**src/rtl/txf_pkg.sv**
```systemverilog
package txf_pkg;

    typedef enum logic [2:0] {
        ST_IDLE = 3'd0,
        ST_HDR  = 3'd1,
        ST_PAY  = 3'd2,
        ST_PAD  = 3'd3,
        ST_DROP = 3'd4
    } txf_state_e;

    localparam int unsigned TXF_OCTET_W = 8;

endpackage

```
**src/rtl/txf_hdr_pick.sv**
```systemverilog
module txf_hdr_pick #(
    parameter int unsigned ADDR_W = 48,
    parameter int unsigned TYPE_W = 16,
    parameter int unsigned IDX_W  = 4
) (
    input  logic [IDX_W-1:0]  idx_i,
    input  logic [ADDR_W-1:0] dst_i,
    input  logic [ADDR_W-1:0] src_i,
    input  logic [TYPE_W-1:0] type_i,
    output logic [7:0]        byte_o
);
    localparam int unsigned HDR_BITS  = 2 * ADDR_W + TYPE_W;
    localparam int unsigned HDR_BYTES = HDR_BITS / 8;

    logic [HDR_BITS-1:0] hdr_vec;
    logic [7:0]          hdr_bytes [HDR_BYTES];

    assign hdr_vec = {dst_i, src_i, type_i};

    // Byte g of the header is taken most-significant first.
    for (genvar g = 0; g < HDR_BYTES; g++) begin : g_split
        assign hdr_bytes[g] = hdr_vec[HDR_BITS-1-8*g -: 8];
    end

    always_comb begin
        byte_o = 8'h00;
        for (int k = 0; k < HDR_BYTES; k++) begin
            if (int'(idx_i) == k) byte_o = hdr_bytes[k];
        end
    end
endmodule

```
**src/rtl/txf_qguard.sv**
```systemverilog
module txf_qguard #(
    parameter int unsigned LEN_W   = 11,
    parameter int unsigned LIMIT   = 518
) (
    input  logic             clk,
    input  logic             rst_n,
    input  logic             set_i,
    input  logic [LEN_W-1:0] len_i,
    input  logic             clr_i,
    output logic             full_o
);
    logic full_d, full_q;

    always_comb begin
        full_d = full_q;
        if (set_i && (len_i > LEN_W'(LIMIT))) full_d = 1'b1;
        else if (clr_i)                       full_d = 1'b0;
    end

    always_ff @(posedge clk) begin
        if (!rst_n) full_q <= 1'b0;
        else        full_q <= full_d;
    end

    assign full_o = full_q;

    // the flag only drops after a clear request
    assert_full_clear_R8: assert property (@(posedge clk) disable iff (!rst_n)
        $fell(full_q) |-> $past(clr_i));
endmodule

```
**src/rtl/txf_assembler.sv**
```systemverilog
module txf_assembler
    import txf_pkg::*;
#(
    parameter int unsigned ADDR_W      = 48,
    parameter int unsigned TYPE_W      = 16,
    parameter int unsigned LEN_W       = 11,
    parameter int unsigned MIN_FRAME   = 60,
    parameter int unsigned MAX_PAYLOAD = 1500,
    parameter int unsigned FIFO_BYTES  = 2048,
    parameter int unsigned FIFO_SLACK  = 16
) (
    input  logic              clk,
    input  logic              rst_n,
    input  logic              start_i,
    input  logic [ADDR_W-1:0] dst_addr_i,
    input  logic [ADDR_W-1:0] src_addr_i,
    input  logic [TYPE_W-1:0] type_i,
    input  logic [7:0]        pl_data_i,
    input  logic              pl_valid_i,
    input  logic              pl_last_i,
    output logic              pl_ready_o,
    output logic [7:0]        tx_data_o,
    output logic              tx_valid_o,
    input  logic              tx_ready_i,
    output logic              done_o,
    output logic [LEN_W-1:0]  frame_len_o,
    output logic              trunc_err_o,
    input  logic              q_clr_i,
    output logic              q_full_o
);
    localparam int unsigned HDR_LEN   = (2 * ADDR_W + TYPE_W) / 8;
    localparam int unsigned MAX_FRAME = HDR_LEN + MAX_PAYLOAD;
    localparam int unsigned FULL_LIM  = FIFO_BYTES - MAX_FRAME - FIFO_SLACK;
    localparam int unsigned IDX_W     = $clog2(HDR_LEN);

    typedef struct packed {
        txf_state_e        state;
        logic [LEN_W-1:0]  off;
        logic [LEN_W-1:0]  pcnt;
        logic [ADDR_W-1:0] dst;
        logic [ADDR_W-1:0] src;
        logic [TYPE_W-1:0] typ;
        logic              done;
        logic [LEN_W-1:0]  len;
        logic              err;
    } regs_t;

    regs_t r_d, r_q;
    logic [7:0] hdr_byte;

    txf_hdr_pick #(
        .ADDR_W(ADDR_W),
        .TYPE_W(TYPE_W),
        .IDX_W (IDX_W)
    ) u_hdr (
        .idx_i (r_q.off[IDX_W-1:0]),
        .dst_i (r_q.dst),
        .src_i (r_q.src),
        .type_i(r_q.typ),
        .byte_o(hdr_byte)
    );

    always_comb begin
        r_d        = r_q;
        r_d.done   = 1'b0;
        tx_valid_o = 1'b0;
        tx_data_o  = 8'h00;
        pl_ready_o = 1'b0;
        unique case (r_q.state)
            ST_IDLE: begin
                if (start_i) begin
                    r_d.dst   = dst_addr_i;
                    r_d.src   = src_addr_i;
                    r_d.typ   = type_i;
                    r_d.off   = '0;
                    r_d.pcnt  = '0;
                    r_d.err   = 1'b0;
                    r_d.state = ST_HDR;
                end
            end
            ST_HDR: begin
                tx_valid_o = 1'b1;
                tx_data_o  = hdr_byte;
                if (tx_ready_i) begin
                    r_d.off = r_q.off + 1'b1;
                    if (r_q.off == LEN_W'(HDR_LEN - 1)) r_d.state = ST_PAY;
                end
            end
            ST_PAY: begin
                tx_valid_o = pl_valid_i;
                tx_data_o  = pl_data_i;
                pl_ready_o = tx_ready_i;
                if (pl_valid_i && tx_ready_i) begin
                    r_d.off  = r_q.off + 1'b1;
                    r_d.pcnt = r_q.pcnt + 1'b1;
                    if (pl_last_i) begin
                        if ((r_q.off + 1'b1) < LEN_W'(MIN_FRAME)) begin
                            r_d.state = ST_PAD;
                        end else begin
                            r_d.done  = 1'b1;
                            r_d.len   = r_q.off + 1'b1;
                            r_d.state = ST_IDLE;
                        end
                    end else if ((r_q.pcnt + 1'b1) == LEN_W'(MAX_PAYLOAD)) begin
                        r_d.err   = 1'b1;
                        r_d.state = ST_DROP;
                    end
                end
            end
            ST_PAD: begin
                tx_valid_o = 1'b1;
                tx_data_o  = 8'h00;
                if (tx_ready_i) begin
                    r_d.off = r_q.off + 1'b1;
                    if ((r_q.off + 1'b1) == LEN_W'(MIN_FRAME)) begin
                        r_d.done  = 1'b1;
                        r_d.len   = r_q.off + 1'b1;
                        r_d.state = ST_IDLE;
                    end
                end
            end
            ST_DROP: begin
                pl_ready_o = 1'b1;
                if (pl_valid_i && pl_last_i) begin
                    r_d.done  = 1'b1;
                    r_d.len   = r_q.off;
                    r_d.state = ST_IDLE;
                end
            end
            default: r_d.state = ST_IDLE;
        endcase
    end

    always_ff @(posedge clk) begin
        if (!rst_n) begin
            r_q       <= '0;
            r_q.state <= ST_IDLE;
        end else begin
            r_q <= r_d;
        end
    end

    txf_qguard #(
        .LEN_W(LEN_W),
        .LIMIT(FULL_LIM)
    ) u_guard (
        .clk   (clk),
        .rst_n (rst_n),
        .set_i (r_d.done),
        .len_i (r_d.len),
        .clr_i (q_clr_i),
        .full_o(q_full_o)
    );

    assign done_o      = r_q.done;
    assign frame_len_o = r_q.len;
    assign trunc_err_o = r_q.err;

    // a stalled byte stays on the output (relies on a well-behaved upstream)
    assert_hold_R5: assert property (@(posedge clk) disable iff (!rst_n)
        tx_valid_o && !tx_ready_i |=> tx_valid_o && $stable(tx_data_o));

    // completion strobe lasts one cycle
    assert_done_pulse_R4: assert property (@(posedge clk) disable iff (!rst_n)
        done_o |=> !done_o);

    // no completed frame is below the minimum
    assert_min_len_R3: assert property (@(posedge clk) disable iff (!rst_n)
        done_o |-> frame_len_o >= LEN_W'(MIN_FRAME));

    // a truncated frame reports the maximum length
    assert_trunc_len_R9: assert property (@(posedge clk) disable iff (!rst_n)
        done_o && trunc_err_o |-> frame_len_o == LEN_W'(MAX_FRAME));

    // full rises only with a completed frame above the limit
    assert_full_cause_R7: assert property (@(posedge clk) disable iff (!rst_n)
        $rose(q_full_o) |-> done_o && (frame_len_o > LEN_W'(FULL_LIM)));
endmodule

```
**config.mk**
```make
export PLATFORM = sky130hd
export DESIGN_NAME = txf_assembler
export DESIGN_NICKNAME = d
export VERILOG_FILES = /design/src/rtl/txf_pkg.sv /design/src/rtl/txf_hdr_pick.sv /design/src/rtl/txf_qguard.sv /design/src/rtl/txf_assembler.sv
export SDC_FILE = /design/constraint.sdc
export NUM_CORES = 1
export LEC_CHECK = 0
export BUFFER_PORTS_ARGS = -buffer_cell sky130_fd_sc_hd__buf_2
export CAP_MARGIN = 25
export CORE_ASPECT_RATIO = 1.2
export CORE_MARGIN = 1.5
export CORE_UTILIZATION = 26
export DETAILED_ROUTE_END_ITERATION = 10
export PLACE_DENSITY_LB_ADDON = 0.1
export SYNTH_ARGS = -nofsm -noshare
export SYNTH_HDL_FRONTEND = slang
export SYNTH_SLANG_ARGS = --single-unit
```
**constraint.sdc**
```tcl
create_clock -name clk -period 7.1 [get_ports clk]
set_input_delay 0.355 -clock clk [delete_from_list [all_inputs] [get_ports clk]]
set_output_delay 0.355 -clock clk [all_outputs]
set_load 0.1 [all_outputs]
```
# After elaboration in Yosys (flattened, before gate mapping)
# Cells that the tools add are included.
# W data, S select, Z words.
[word_totals] output_inout_bits=24 inputBits=127 word_cells=101 register_bits=151
[op_classes] muxes=43 eq_ne=30 reduce_logical=14 addsub=2 order_cmp=2
[ops] operator="$mux W137" count=1
[ops] operator="$mux W8" count=14
[ops] operator="$mux W12" count=5
[ops] operator="$pmux W11 S4" count=1
[ops] operator="$pmux W12 S3" count=1
[ops] operator="$eq A4 B4 Y1 const B" count=8
[ops] operator="$mux W14" count=2
[ops] operator="$mux W25" count=1
[ops] operator="$add A11 B1 Y11 const B" count=2
[ops] operator="$pmux W11 S2" count=1
[ops] operator="$ne A2 B2 Y1 const B" count=9
[ops] operator="$eq A4 B3 Y1 const B" count=4
[ops] operator="$pmux W8 S2" count=1
[ops] operator="$mux W3" count=5
[ops] operator="$pmux W3 S5" count=1
[ops] operator="$mux W13" count=1
[ops] operator="$eq A11 B11 Y1 const B" count=1
[ops] operator="$eq A11 B4 Y1 const B" count=1
[ops] operator="$eq A11 B6 Y1 const B" count=1
[ops] operator="$gt A11 B10 Y1 const B" count=1
[ops] operator="$lt A11 B6 Y1 const B" count=1
[ops] operator="$reduce_and A5 Y1" count=2
[ops] operator="$reduce_and A8 Y1" count=1
[ops] operator="$eq A3 B2 Y1 const B" count=2
[ops] operator="other kinds (15)" count=24

# Logic depth before layout (Yosys ltp)
[depth] word_depth=16 depth_mapped=13 ltp_nobuf=11

# Modules after synthesis
# A second synthesis with hierarchy kept.
[hier_totals] cells_unflattened=1060 hier_area_um2=7820.0
[by_module_without_submodules] mod="txf_assembler" instances=1 area_per_inst_um2=6496.2 seq_area_each_um2=3002.9 cells_per_inst=876
[by_module_without_submodules] mod="txf_hdr_pick" instances=1 area_per_inst_um2=1252.5 seq_area_each_um2=0.0 cells_per_inst=174
[by_module_without_submodules] mod="txf_qguard" instances=1 area_per_inst_um2=71.3 seq_area_each_um2=20.0 cells_per_inst=10

# Worst setup path before layout
# No wires, ideal clock.
[synth_timing] kind="register to output" startpoint="register r_q[137] in the netlist's numbering" endpoint="output tx_data_o[0]" path_slack_ns=2.226 arrival_time_ns=4.519 n_path_buf=2 path_stages_with_launch=14 required_time_ns=6.745 cell_sequence="dfxtp_1 > buf_2 > inv_1 > ha_1 > clkbuf_1 > nor4b_2 > a22oi_1 > a21oi_1 > o22ai_1 > a211oi_1 > o21ai_0 > a31oi_1 > mux2i_1 > o31ai_1"
[synth_via] elab_chain_cells=16 word_cells_on_any_way=29 classes_between="eq/ne: 13; mux: 15; reduce/logical: 1"
[synth_rtl] element="from (decl)" line="txf_assembler.sv:48" source="regs_t r_d, r_q;"
[synth_rtl] element="from (signal assigned)" line="txf_assembler.sv:139" source="r_q <= r_d;"
[synth_rtl] element="$logic_not A4 Y1" line="txf_hdr_pick.sv:28" source="if (int'(idx_i) == k) byte_o = hdr_bytes[k];"
[synth_rtl] element="$mux W8 (13 in a row)" line="txf_hdr_pick.sv:28"
[synth_rtl] element="$mux W8 *" line="txf_hdr_pick.sv:28"
[synth_rtl] element="$pmux W8 S2 *" line="txf_assembler.sv:69" source="unique case (r_q.state)"
[synth_rtl] element="to (decl)" line="txf_assembler.sv:22" source="output logic [7:0] tx_data_o,"
# Mark *: on every way between the ends. The rest lies on a longest branch, timed or not.

# Worst setup path after layout
[layout_timing] startpoint="register r_q[136] in the netlist's numbering" endpoint="output tx_data_o[3]"
# Same word-level chain as after synthesis.

==> impl_metrics.env <==
export IMPL_slew_headroom_pct=44.52
export IMPL_r2r_cells=10
export IMPL_fin_skew_ns=0.008445
export IMPL_wl_per_cell_um=17.04
export IMPL_htree_levels=4
export IMPL_synth_async_reset_ratio_pct=0
export IMPL_ys_seq_elements=151
export IMPL_worst_path_buf_inv=1
export IMPL_ctsResizeCount=0
export IMPL_pre_cts_ws_ns=3.172
export IMPL_reg2reg_from="r_q[136]$_SDFFE_PN0P_"
export IMPL_dr_first_iter_drc_count=341
export IMPL_holdWs_ns=0.1693
export IMPL_peakVddDrop_mv=0.1153
export IMPL_synth_flop_cell="dfxtp_1"
export IMPL_netlist_instances=1030
export IMPL_path_cells="ha_1, nor3b_1, a221oi_1, nor3_1, a221oi_1, a211oi_1, o22ai_1, a31oi_1, nor2_1, o21ai_0, buf_2"
export IMPL_cts_buffers_inserted=17
export IMPL_rows=69
export IMPL_die_h_um=193.0
export IMPL_synth_area_um2=7824
export IMPL_final_cell_mix="nand2_1, dfxtp_1, buf_2"
export IMPL_cellLeakagePower_nw=3.737
export IMPL_cts_hold_buffers=0
export IMPL_critical_path_top_cell_by_count="a221oi_1"
export IMPL_cp_start_kind="flip-flop"
export IMPL_min_from="src_addr_i[34]"
export IMPL_worstSetupEndpointType="primary output"
export IMPL_yosys_warnings=0
export IMPL_die_w_um=161.4
export IMPL_drt_total_wl_um=25940
export IMPL_drive_gt1_share_pct=18.13
export IMPL_cts_tree="built"
export IMPL_cp_slowest_cell="nor3b_1"
export IMPL_port_buffers=150
export IMPL_rsz0062_at_grt="false"
export IMPL_final_common_cell="nand2_1"
export IMPL_core_area_um2=29610
export IMPL_crit_family="compound AO/OA/AOI/OAI gates"
export IMPL_multi_input_area_um2=4385
export IMPL_final_min_clock_period_ns=4.385
export IMPL_drt_vias_per_instance=4.803
export IMPL_dpl_hpwl_um=19230
export IMPL_grt_pass1_wl_um=39940
export IMPL_cellPowerDensity_nw_per_um2=245.2
export IMPL_cp_max_fo=12
export IMPL_track_usage_pct=16.85
export IMPL_clockBufferDepth=2
export IMPL_reg2reg_to="u_guard.full_o$_SDFFE_PN0P_"
export IMPL_synth_seq_area_share_pct=38.64
export IMPL_dr_total_vias=7310
export IMPL_cts_sinks=151
export IMPL_finalSetupTns_ns=0
export IMPL_status="complete, no violations"
export IMPL_layout_nets=1251
export IMPL_power_mw=2.310
export IMPL_max_freq_mhz=228.0
export IMPL_antenna_found_initial=1
export IMPL_post_cts_buffers=0
export IMPL_insertion_delay_ns=0.43
export IMPL_worstPathArrival_ns=4.03
export IMPL_final_core_util_pct=31.81
export IMPL_grt_overflow_total=0
export IMPL_synth_nets=1163
export IMPL_max_cap_viol_count=0
export IMPL_min_to="r_q[63]$_SDFFE_PN0P_"
export IMPL_yosysUniqueCellTypes=67
export IMPL_worstHoldPathType="input pin to flip-flop"
export IMPL_worstSetupPathType="flip-flop to primary output"
export IMPL_drv_slew=0
export IMPL_ios=151
export IMPL_setup_slack_ns=2.715
export IMPL_area_delta_synth_final_pct=20.41
export IMPL_drtPass1Iterations=4
export IMPL_dp_cells=1489
export IMPL_gp_congestion=0.8489
export IMPL_final_area_um2=9420
export IMPL_path_clk_slew_ns=0.06
export IMPL_worstMarginPinSlew_ns=0.8310
export IMPL_seqCellArea_um2=3023
export IMPL_finalHoldViolCount=0
export IMPL_instances_no_fill=1522
export IMPL_initial_core_util_pct=26.42
export IMPL_avgSynthCellArea_um2=7.596
export IMPL_cp_required_ns=6.74
export IMPL_setup_viol=0
export IMPL_drc_errors=0
export IMPL_fillers=3283
export IMPL_grt_max_degree=80
export IMPL_root_buffer="clkbuf_16"
export IMPL_grt_pass1_vias=7135
export IMPL_whs_path_depth=3
export IMPL_cpPeakStageDelay_ns=0.66
export IMPL_post_route_period_util_pct=61.77
export IMPL_dieArea_um2=31150
export IMPL_r2r_slack_ns=3.55
export IMPL_place_area_um2=8748
export IMPL_ant_nets=0
export IMPL_synth_edf_count=0
-- worst register-to-register path, cell delays in order, from the launching register on --
cell	delay, ns
dfxtp_1	0.55
ha_1	0.67
nand4_1	0.25
nor4_1	0.28
nor3_1	0.15
o31a_4	0.42
o21a_4	0.24
a221oi_1	0.38
nand2_1	0.11
a2111oi_2	0.28
o21ai_1	0.10
-- sequential cells by signal (all words and copies together) (netlist names) --
name,flops
done_o,1
frame_len_o,11
u_guard.full_o,1
trunc_err_o,1
r_q,137
-- synthesized netlist by cell type (9+ instances only) --
| library cell | count | area share (%) |
|---|---|---|
| and3_1 | 9 | 0.72 |
| a21oi_1 | 22 | 1.4 |
| clkbuf_1 | 66 | 3.2 |
| nand2_1 | 302 | 14 |
| and2_1 | 19 | 1.5 |
| nand3_1 | 20 | 1.3 |
| nor2_1 | 47 | 2.3 |
| nor3_1 | 20 | 1.3 |
| a22oi_1 | 10 | 0.96 |
| a31oi_1 | 10 | 0.80 |
| dfxtp_1 | 151 | 39 |
| o21ai_0 | 38 | 2.4 |
| a21boi_0 | 120 | 12 |
| a221oi_1 | 17 | 1.9 |
| buf_4 | 13 | 1.2 |
| nor2b_1 | 21 | 1.7 |
-- per-layer routing --
metal | vias to the layer above | share of wire [%] | GRT usage [%]
li1 | 3750 | - | -
met1 | 3398 | 46 | 20.87
met2 | 140 | 50 | 29.68
met3 | 22 | 3.1 | 2.567
met4 | 0 | 1.6 | 5.876
met5 | - | 0 | 0
-- power by group --
group / switching, mW / internal [mW]
clock network: 0.379 / 0.648
logic: 0.217 / 0.114
registers: 0.0473 / 0.905
total: 0.643 / 1.67
-- cell type report --
cell class | count | area share (%)
repair buffers | 158 | 8.766
flip-flops and latches | 151 | 32.09
inverters | 7 | 0.2789
multi-input cells | 783 | 46.55
diodes | 1 | 0.02656
clock inverters | 13 | 2.298
clock buffers | 19 | 4.808
well taps | 390 | 5.180
-- kinds of logic after synthesis --
logic type      count (synthesis)  share of synthesized area, %
compound gates                284                         26.28
xor+xnor                        2                        0.2239
fa+ha+maj                       6                        0.9595
buf+inv                        96                         5.533
flops                         151                         38.64
mux                             3                        0.3838
simple gates                  488                         27.99
-- worst max-delay path by stage --
stage | endpoint | depth (start not counted) | start | slack [ns]
global route | tx_data_o[3] | 11 | r_q[136]$_SDFFE_PN0P_ | 2.29
global placement | tx_data_o[6] | 11 | r_q[136]$_SDFFE_PN0P_ | 3.26
finish | tx_data_o[3] | 11 | r_q[136]$_SDFFE_PN0P_ | 2.71
floorplan | tx_data_o[0] | 13 | r_q[137]$_SDFFE_PN0P_ | 2.23
CTS | tx_data_o[2] | 11 | r_q[136]$_SDFFE_PN0P_ | 2.69
detailed placement | tx_data_o[6] | 11 | r_q[136]$_SDFFE_PN0P_ | 3.17
Note: power is estimated with default switching activity, not from simulation.
